## config.mk

```make
export PLATFORM = sky130hd
export DESIGN_NAME = tfd_gather_seq
export DESIGN_NICKNAME = d
export VERILOG_FILES = /design/src/rtl/tfd_gather_pkg.sv /design/src/rtl/tfd_desc_loader.sv /design/src/rtl/tfd_verdict.sv /design/src/rtl/tfd_issue_seq.sv /design/src/rtl/tfd_gather_seq.sv
export SDC_FILE = /design/constraint.sdc
export NUM_CORES = 2
export LEC_CHECK = 0
export ABC_AREA = 1
export CAP_MARGIN = 40
export CORE_MARGIN = 4
export CORE_UTILIZATION = 55
export CTS_CLUSTER_DIAMETER = 200
export CTS_CLUSTER_SIZE = 10
export DETAILED_ROUTE_END_ITERATION = 12
export PLACE_DENSITY = 0.71
export SYNTH_ARGS = -nofsm -noshare
export SYNTH_HDL_FRONTEND = slang
export SYNTH_HIERARCHICAL = 1
export SYNTH_SLANG_ARGS = --single-unit
```

## constraint.sdc

```tcl
create_clock -name clk -period 8.9 [get_ports clk]
set_input_delay 1.78 -clock clk [delete_from_list [all_inputs] [get_ports clk]]
set_output_delay 1.78 -clock clk [all_outputs]
set_load 0.1 [all_outputs]
```

## src/rtl/tfd_gather_pkg.sv

```systemverilog
package tfd_gather_pkg;
  localparam int HW_W   = 16;   // descriptor stream word width
  localparam int ADDR_W = 36;   // fragment address width
  localparam int LEN_W  = 12;   // fragment length field width
  localparam int CNT_W  = 5;    // fragment count field width
  localparam int CNT_LO = 8;    // count position inside header word 1

  typedef struct packed {
    logic [HW_W-1:0] hn;  // address top nibble + length
    logic [HW_W-1:0] hi;  // address 31:16
    logic [HW_W-1:0] lo;  // address 15:0
  } frag_raw_t;

  typedef enum logic [1:0] {
    VERDICT_OK        = 2'd0,
    VERDICT_BAD_COUNT = 2'd1,
    VERDICT_FRAG_LONG = 2'd2,
    VERDICT_FRAME_BIG = 2'd3
  } verdict_e;

  typedef enum logic [1:0] {ST_FILL, ST_JUDGE, ST_REPORT, ST_ISSUE} seq_st_e;

  function automatic logic [ADDR_W-1:0] frag_addr(frag_raw_t f);
    return {f.hn[3:0], f.hi, f.lo};
  endfunction

  function automatic logic [LEN_W-1:0] frag_len(frag_raw_t f);
    return f.hn[HW_W-1:4];
  endfunction

  function automatic logic count_bad(logic [CNT_W-1:0] c, logic [CNT_W-1:0] lim);
    return (c == '0) || (c > lim);
  endfunction
endpackage

```

## src/rtl/tfd_desc_loader.sv

```systemverilog
module tfd_desc_loader
  import tfd_gather_pkg::*;
#(
  parameter int MAX_FRAGS  = 20,
  parameter int DESC_WORDS = 64
) (
  input  logic                           clk,
  input  logic                           rst_n,
  input  logic                           fill_en,
  input  logic                           dw_valid,
  input  logic [HW_W-1:0]                dw_data,
  output logic                           load_last,
  output logic [CNT_W-1:0]               frag_cnt,
  output frag_raw_t [MAX_FRAGS-1:0]      frags
);
  localparam int HDR_WORDS = 2;
  localparam int WCNT_W    = $clog2(DESC_WORDS);
  localparam int ENT_W     = $clog2(MAX_FRAGS);
  localparam logic [WCNT_W-1:0] W_LAST  = WCNT_W'(DESC_WORDS - 1);
  localparam logic [WCNT_W-1:0] W_CNT   = WCNT_W'(1);
  localparam logic [WCNT_W-1:0] W_BODY0 = WCNT_W'(HDR_WORDS);
  localparam logic [WCNT_W-1:0] W_BODYN = WCNT_W'(HDR_WORDS + 3 * MAX_FRAGS);

  logic [WCNT_W-1:0] wcnt;
  logic [ENT_W-1:0]  ent;
  logic [1:0]        slot;
  logic              accept, in_body;

  assign accept    = fill_en && dw_valid;
  assign in_body   = (wcnt >= W_BODY0) && (wcnt < W_BODYN);
  assign load_last = accept && (wcnt == W_LAST);

  always_ff @(posedge clk or negedge rst_n) begin
    if (!rst_n) begin
      wcnt     <= '0;
      ent      <= '0;
      slot     <= '0;
      frag_cnt <= '0;
    end else if (accept) begin
      wcnt <= load_last ? '0 : wcnt + 1'b1;
      if (wcnt == W_CNT) frag_cnt <= dw_data[CNT_LO +: CNT_W];
      if (load_last) begin
        ent  <= '0;
        slot <= '0;
      end else if (in_body) begin
        if (slot == 2'd2) begin
          slot <= '0;
          ent  <= ent + 1'b1;
        end else begin
          slot <= slot + 1'b1;
        end
      end
    end
  end

  always_ff @(posedge clk or negedge rst_n) begin
    if (!rst_n) begin
      frags <= '0;
    end else if (accept && in_body) begin
      for (int g = 0; g < MAX_FRAGS; g++) begin
        if (ent == ENT_W'(g)) begin
          case (slot)
            2'd0:    frags[g].lo <= dw_data;
            2'd1:    frags[g].hi <= dw_data;
            default: frags[g].hn <= dw_data;
          endcase
        end
      end
    end
  end
endmodule

```

## src/rtl/tfd_verdict.sv

```systemverilog
module tfd_verdict
  import tfd_gather_pkg::*;
#(
  parameter int MAX_FRAGS    = 20,
  parameter int FRAG_MAX_LEN = 4092,
  parameter int FRAME_MAX    = 8192
) (
  input  logic [CNT_W-1:0]                  frag_cnt,
  input  logic [MAX_FRAGS-1:0][LEN_W-1:0]   lens,
  output verdict_e                          verdict
);
  localparam int SUM_W = $clog2(MAX_FRAGS * (2 ** LEN_W) + 1);
  localparam logic [LEN_W-1:0] LEN_LIM   = LEN_W'(FRAG_MAX_LEN);
  localparam logic [SUM_W-1:0] FRAME_LIM = SUM_W'(FRAME_MAX);
  localparam logic [CNT_W-1:0] CNT_LIM   = CNT_W'(MAX_FRAGS);

  logic [MAX_FRAGS-1:0]   active, too_long;
  logic [SUM_W-1:0]       part [MAX_FRAGS];
  logic [SUM_W-1:0]       total;

  for (genvar g = 0; g < MAX_FRAGS; g++) begin : g_frag
    assign active[g]   = CNT_W'(g) < frag_cnt;
    assign too_long[g] = active[g] && (lens[g] > LEN_LIM);
    assign part[g]     = active[g] ? SUM_W'(lens[g]) : '0;
  end

  always_comb begin
    total = '0;
    for (int k = 0; k < MAX_FRAGS; k++) total = total + part[k];
  end

  always_comb begin
    if (count_bad(frag_cnt, CNT_LIM))  verdict = VERDICT_BAD_COUNT;
    else if (|too_long)                verdict = VERDICT_FRAG_LONG;
    else if (total > FRAME_LIM)        verdict = VERDICT_FRAME_BIG;
    else                               verdict = VERDICT_OK;
  end
endmodule

```

## src/rtl/tfd_issue_seq.sv

```systemverilog
module tfd_issue_seq
  import tfd_gather_pkg::*;
#(
  parameter int MAX_FRAGS = 20
) (
  input  logic                       clk,
  input  logic                       rst_n,
  input  logic                       load_last,
  input  verdict_e                   verdict,
  input  logic [CNT_W-1:0]           frag_cnt,
  input  frag_raw_t [MAX_FRAGS-1:0]  frags,
  input  logic                       rq_ready,
  output logic                       fill_en,
  output logic                       rq_valid,
  output logic [ADDR_W-1:0]          rq_addr,
  output logic [LEN_W-1:0]           rq_len,
  output logic                       rq_sof,
  output logic                       rq_eof,
  output logic                       err_valid,
  output logic [1:0]                 err_code,
  output logic                       last_hs
);
  seq_st_e          st;
  logic [CNT_W-1:0] idx;
  verdict_e         err_q;
  logic             is_last;
  frag_raw_t        cur;

  assign cur     = frags[idx];
  assign is_last = idx == (frag_cnt - 1'b1);

  assign fill_en   = st == ST_FILL;
  assign rq_valid  = st == ST_ISSUE;
  assign err_valid = st == ST_REPORT;
  assign err_code  = err_q;
  assign rq_addr   = frag_addr(cur);
  assign rq_len    = frag_len(cur);
  assign rq_sof    = idx == '0;
  assign rq_eof    = is_last;
  assign last_hs   = rq_valid && rq_ready && is_last;

  always_ff @(posedge clk or negedge rst_n) begin
    if (!rst_n) begin
      st    <= ST_FILL;
      idx   <= '0;
      err_q <= VERDICT_OK;
    end else begin
      case (st)
        ST_FILL:   if (load_last) st <= ST_JUDGE;
        ST_JUDGE: begin
          idx <= '0;
          if (verdict != VERDICT_OK) begin
            err_q <= verdict;
            st    <= ST_REPORT;
          end else begin
            st <= ST_ISSUE;
          end
        end
        ST_REPORT: st <= ST_FILL;
        default: begin
          if (rq_ready) begin
            if (is_last) st <= ST_FILL;
            else         idx <= idx + 1'b1;
          end
        end
      endcase
    end
  end
endmodule

```

## src/rtl/tfd_gather_seq.sv

```systemverilog
module tfd_gather_seq
  import tfd_gather_pkg::*;
#(
  parameter int MAX_FRAGS    = 20,
  parameter int DESC_WORDS   = 64,
  parameter int FRAG_MAX_LEN = 4092,
  parameter int FRAME_MAX    = 8192
) (
  input  logic        clk,
  input  logic        rst_n,
  input  logic        dw_valid,
  output logic        dw_ready,
  input  logic [15:0] dw_data,
  output logic        rq_valid,
  input  logic        rq_ready,
  output logic [35:0] rq_addr,
  output logic [11:0] rq_len,
  output logic        rq_sof,
  output logic        rq_eof,
  output logic        err_valid,
  output logic [1:0]  err_code
);
  // named internal events, also observed by the bound checker
  logic                            load_last;
  logic                            last_hs;
  logic                            fill_en;
  logic [CNT_W-1:0]                frag_cnt;
  frag_raw_t [MAX_FRAGS-1:0]       frags;
  logic [MAX_FRAGS-1:0][LEN_W-1:0] frag_lens;
  verdict_e                        verdict;

  assign dw_ready = fill_en;

  for (genvar g = 0; g < MAX_FRAGS; g++) begin : g_len
    assign frag_lens[g] = frag_len(frags[g]);
  end

  tfd_desc_loader #(.MAX_FRAGS(MAX_FRAGS), .DESC_WORDS(DESC_WORDS)) u_loader (
    .clk(clk), .rst_n(rst_n), .fill_en(fill_en), .dw_valid(dw_valid),
    .dw_data(dw_data), .load_last(load_last), .frag_cnt(frag_cnt), .frags(frags)
  );

  tfd_verdict #(.MAX_FRAGS(MAX_FRAGS), .FRAG_MAX_LEN(FRAG_MAX_LEN),
                .FRAME_MAX(FRAME_MAX)) u_verdict (
    .frag_cnt(frag_cnt), .lens(frag_lens), .verdict(verdict)
  );

  tfd_issue_seq #(.MAX_FRAGS(MAX_FRAGS)) u_issue (
    .clk(clk), .rst_n(rst_n), .load_last(load_last), .verdict(verdict),
    .frag_cnt(frag_cnt), .frags(frags), .rq_ready(rq_ready),
    .fill_en(fill_en), .rq_valid(rq_valid), .rq_addr(rq_addr), .rq_len(rq_len),
    .rq_sof(rq_sof), .rq_eof(rq_eof), .err_valid(err_valid),
    .err_code(err_code), .last_hs(last_hs)
  );
endmodule

```

**Yosys cells after proc, flatten, opt, wreduce, memory -nomap -nowiden**

Cells that the tools add are included.

- Register bits: 987
- Word-level logic and storage cells: 312

- Add/subtract/negate cells: 24
- Order comparisons: 45
- Equality and inequality tests: 29
- Multiplexer cells: 40
- Bitwise logic cells: 2
- Reduce and logical (&&, ||, !) cells: 105

Operators with widths:

| operator | number |
|---|---|
| adder 17 bit | 19 |
| binary-select mux 48 bit (select 5 bit) | 1 |
| greater-than comparator 12 bit (second input constant) | 20 |
| two-way mux 12 bit | 20 |
| AND reduction 3 bit | 63 |
| two-way mux 48 bit | 1 |
| == test 5 x 4 -> 1 bit (second input constant) | 8 |
| less-than comparator 4 x 5 -> 1 bit (first input constant) | 8 |
| two-way mux 5 bit | 5 |
| logical AND 1 bit | 24 |
| == test 5 x 3 -> 1 bit (second input constant) | 4 |
| == test 5 bit (second input constant) | 4 |
| less-than comparator 3 x 5 -> 1 bit (first input constant) | 4 |
| less-than comparator 5 bit (first input constant) | 4 |
| OR reduction 20 bit | 1 |
| two-way mux 2 bit | 9 |
| greater-than comparator 17 x 14 -> 1 bit (second input constant) | 1 |
| logical NOT 5 bit | 3 |
| adder 5 x 1 -> 5 bit (second input constant) | 2 |
| == test 5 x 2 -> 1 bit (second input constant) | 2 |
| less-than comparator 1 x 5 -> 1 bit (first input constant) | 2 |
| less-than comparator 2 x 5 -> 1 bit (first input constant) | 2 |
| one-hot mux 5 bit (2 select lines) | 1 |
| nonzero test 2 bit | 4 |
| 24 further kinds | 33 |

**Longest topological paths before layout**

- Depth in word-level cells: 28
- Mapped depth: 44
- Mapped depth without buffers: 42

**Hierarchy**

The synthesis kept the hierarchy.

By module, submodules not included:

| module | times used | cells each | area an instance (sq um) | seq. area each (sq um) |
|---|---|---|---|---|
| tfd_desc_loader | 1 | 4579 | 42299.3 | 24473.5 |
| tfd_issue_seq | 1 | 2370 | 10191.0 | 225.2 |
| tfd_verdict | 1 | 1264 | 8677.1 | 0.0 |

**Worst setup path before layout**

Ideal clock, no wire load.

- Path type: register to register
- Start point: register u_loader.frag_cnt[4]
- End point: register u_issue.st[0]
- Data arrival time: 7.317 ns
- Slack: 1.512 ns
- Stages on the path, launching flop included: 40
- Path buffers: 3
- Period minus slack after synthesis: 7.388 ns
- Cells stage by stage: dfrtp_1 buf_2 inv_2 buf_4 nand3_1 clkbuf_1 nand2_1 fa_1 inv_1 ha_1 fa_1 nand3_1 nand2_1 nand2_1 o211ai_1 a31oi_1 or2_2 nand2_1 (+4 left out) fa_1 fa_1 fa_1 inv_1 ha_1 nand2_1 nor3_1 and2_1 nand2_1 nand2_1 nor2_1 nor3_1 nand3_1 nand2_1 inv_1 nor3_1 a21oi_1 nand2_1

- Cells in the longest elaborated chain, start to end: 28
- Elaborated cells on any way between the ends: 94

RTL lines:

| what | line | text |
|---|---|---|
| start, declared | tfd_desc_loader.sv:13 | `output logic [CNT_W-1:0] frag_cnt,` |
| start signal, assigned | tfd_desc_loader.sv:41 | `if (wcnt == W_CNT) frag_cnt <= dw_data[CNT_LO +: CNT_W];` |
| less-than comparator 1 x 5 -> 1 bit | tfd_verdict.sv:22 | `assign active[g] = CNT_W'(g) < frag_cnt;` |
| two-way mux 12 bit | tfd_verdict.sv:24 | `assign part[g] = active[g] ? SUM_W'(lens[g]) : '0;` |
| adder 17 bit (19 in a row) | tfd_verdict.sv:29 | `for (int k = 0; k < MAX_FRAGS; k++) total = total + part[k];` |
| greater-than comparator 17 x 14 -> 1 bit | tfd_verdict.sv:35 | `else if (total > FRAME_LIM) verdict = VERDICT_FRAME_BIG;` |
| two-way mux 2 bit | tfd_verdict.sv:35 |  |
| two-way mux 2 bit | tfd_verdict.sv:34 | `else if (\|too_long) verdict = VERDICT_FRAG_LONG;` |
| two-way mux 2 bit (*) | tfd_verdict.sv:33 | `if (count_bad(frag_cnt, CNT_LIM)) verdict = VERDICT_BAD_COUNT;` |
| via verdict[1] | tfd_gather_seq.sv:30 | `verdict_e verdict;` |
| nonzero test 2 bit (*) | tfd_issue_seq.sv:52 | `if (verdict != VERDICT_OK) begin` |
| two-way mux 1 bit (*) | tfd_issue_seq.sv:52 |  |
| one-hot mux 2 bit (3 select lines) (*) | tfd_issue_seq.sv:48 | `case (st)` |
| end signal, assigned | tfd_issue_seq.sv:49 | `ST_FILL: if (load_last) st <= ST_JUDGE;` |
| end signal, assigned | tfd_issue_seq.sv:54 | `st <= ST_REPORT;` |
| end signal, assigned | tfd_issue_seq.sv:56 | `st <= ST_ISSUE;` |
| end, declared | tfd_issue_seq.sv:23 | `seq_st_e st;` |

Mark *: on every way through the listed nets, which the timed path passes. The rest lies on a longest branch.
A chain may end at the register's enable or synchronous reset.

**Worst setup path in the final report**

- Start point: register u_loader.frag_cnt[3]
- End point: register u_issue.st[0]

Same word-level chain as after synthesis.

==> impl_metrics.ini <==
[setup_path]
reg2reg_from = u_loader/frag_cnt[3]
critPathSlowestCell = dfrtp_1
path_class = flip-flop to flip-flop
reg2reg_slack_ns = 0.90
start_kind = flip-flop
critPathArrivalTime_ns = 8.65
cpMostUsedCell = nand2_1
required_ns = 9.55
path_max_fanout = 12
endpoint_kind = flip-flop
rr_worst_depth = 38
r2r_end = u_issue/st[0]
slowest_delay_ns = 0.60

[die]
die_w_um = 341
start_util_pct = 55.3
row_count = 122
dieHeight_um = 341
coreArea_mm2 = 0.111
dieArea_mm2 = 0.117
ioPinCount = 75

[cts]
cts_num_sinks = 987
clk_pin_slew_ns = 0.08
cts_hold_buf = 0
cts_buffers = 108
cts_tree = yes
cts-root-buf = clkbuf_16
clk_latency_ns = 0.73
clockBufferDepth = 3
post_cts_buffers = 0
cts_resized = 0
cts_max_level = 3

[sta]
hold_violations = 0
relSlewSlack_pct = 19.4
max_freq_ghz = 0.125
finalClockSkew_ns = 0.0537
grt_setup_unrepaired = false
period_minus_slack_ns = 8.00
tns_ns = 0
timing.final.crit_share_pct = 89.9
maxSlewViolCount = 0
finalSetupViolCount = 0
max_slew.worst_pin.slew_ns = 1.21
hold_ws_ns = 0.466

[route]
via_count = 58600
wl_um = 227000
route.detailed.drc = 0
vias_per_cell = 6.26
first_iter_violations = 8074
routedWlPerCell_um = 24.3
antenna_left = 0
drtPass1Iterations = 6

[grt]
grt_usage_pct = 38.4
grt_overflow = 0
grt_start_max_net_pins = 185
grt_pass1_wl_um = 346000
grt_pass1_vias = 55500
antenna_found_initial = 1

[yosys]
synth_nets = 8484
synth_area_mm2 = 0.0612
synth_cells = 8212
synth.avg_cell_area_um2 = 7.45
ys_warn_count = 6

[placed_design]
port_buffers = 74
placed_area_mm2 = 0.0626
place_congestion = 0.978
place_hpwl_um = 140000

[run]
maxCapViolations = 0

[min_path]
hold-path-endpoint = u_loader/frags[723]
hold_class = flip-flop to flip-flop
hold_path_depth = 2
hp-start = u_loader/frags[723]

[layout]
final_area_mm2 = 0.0654
drive_gt1_share_pct = 5.62
antenna_cells = 0
n_fill_cell = 10200
area_delta_synth_final_pct = 7.00
finalNetCount = 8133

[status]
status = completed

[power]
peakVddDrop_uv = 478
powerDensity_mw_per_mm2 = 336
p_leak_nw = 33.8
[flip-flops by register name, indices dropped and copies added, names as in the netlist]
name / count
u_loader/frags: 960
u_loader/frag_cnt: 5
u_loader/ent: 5
u_issue/st: 2
u_loader/slot: 2
u_loader/wcnt: 6
u_issue/idx: 5
u_issue/err_code: 2
[metrics by stage]
stage	power [mW]	worst slack (ns)	util, %	cells
3_3_place_gp	16.9	0.899	55.3	9165
6_report	22.0	0.898	59.2	9357
3_5_place_dp	17.8	0.920	56.6	9239
5_1_grt	23.3	0.261	59.2	9357
2_1_floorplan	13.9	1.51	-	8212
4_1_cts	21.8	0.879	59.2	9357
[final cells by class]
type                            instances  area (µm²)  area share [%]
Tap cell                             1488        1860            2.84
Sequential cell                       987       24700            37.8
Multi-Input combinational cell       6049       31100            47.5
Inverter                              461        1750            2.67
Clock buffer                          111        2710            4.15
Clock inverter                          7         129           0.197
Timing Repair Buffer                  254        3180            4.86
[power breakdown]
part           internal (mW)  total, mW  switching, mW  leakage [nW]
clock                   2.14       3.99           1.85          1.39
sequential              5.31       6.03          0.717          13.5
combinational           3.46       11.9           8.48          18.9
[worst max path at each step]
stage	cells past startpoint	from	to	slack, ns
floorplan	39	u_loader/frag_cnt[4]	u_issue/st[0]	1.51
global placement	37	u_loader/frag_cnt[3]	u_issue/st[0]	0.90
detailed placement	38	u_loader/frag_cnt[3]	u_issue/st[0]	0.92
CTS	38	u_loader/frag_cnt[3]	u_issue/st[0]	0.88
global route	38	u_loader/frag_cnt[3]	u_issue/st[0]	0.26
finish	38	u_loader/frag_cnt[3]	u_issue/st[0]	0.90
[worst max-delay path, delay by kind of cell, from the launching register on]
| kind | cells | cell delay [ns] |
|---|---|---|
| AO/OA/AOI/OAI | 3 | 0.42 |
| flip-flops | 1 | 0.60 |
| adder cells (fa/ha/maj) | 8 | 3.54 |
| XOR/XNOR | 1 | 0.36 |
| AND/OR/NAND/NOR | 19 | 2.38 |
| buffers and inverters | 7 | 0.62 |
[cell usage in the layout (no fill, tap or decap), types with 3 or more instances in the layout]
cell type        instances
inv_1                  447
clkdlybuf4s50_1         57
nor2_1                 831
a21oi_1                 24
inv_6                    3
o22ai_1                 49
xor2_1                  12
buf_16                  28
nand2_2                  9
buf_8                   43
buf_2                   12
dfrtp_1                984
nand3b_1                 7
buf_12                  22
and3_1                   3
nand4_2                 23
nand4_4                 35
nand3_2                  5
fa_1                   202
nand2_1               3134
inv_2                   11
ha_1                    50
o21ai_1                 86
dfrtp_4                  3
o21ai_0                457
nor3_1                  10
buf_4                   92
clkinv_16                3
nand4_1                949
nor2_4                  28
clkbuf_16              108
clkbuf_1                 3
nand3_1                108
[metal layers]
layer	up-vias	GRT usage [%]	wire, µm
li1	25900	-	-
met1	28300	51.0	84600
met2	3692	59.3	103000
met5	-	0	0
met4	0	22.5	16100
met3	716	6.78	23400
Note: power is estimated with default switching activity, not from simulation.
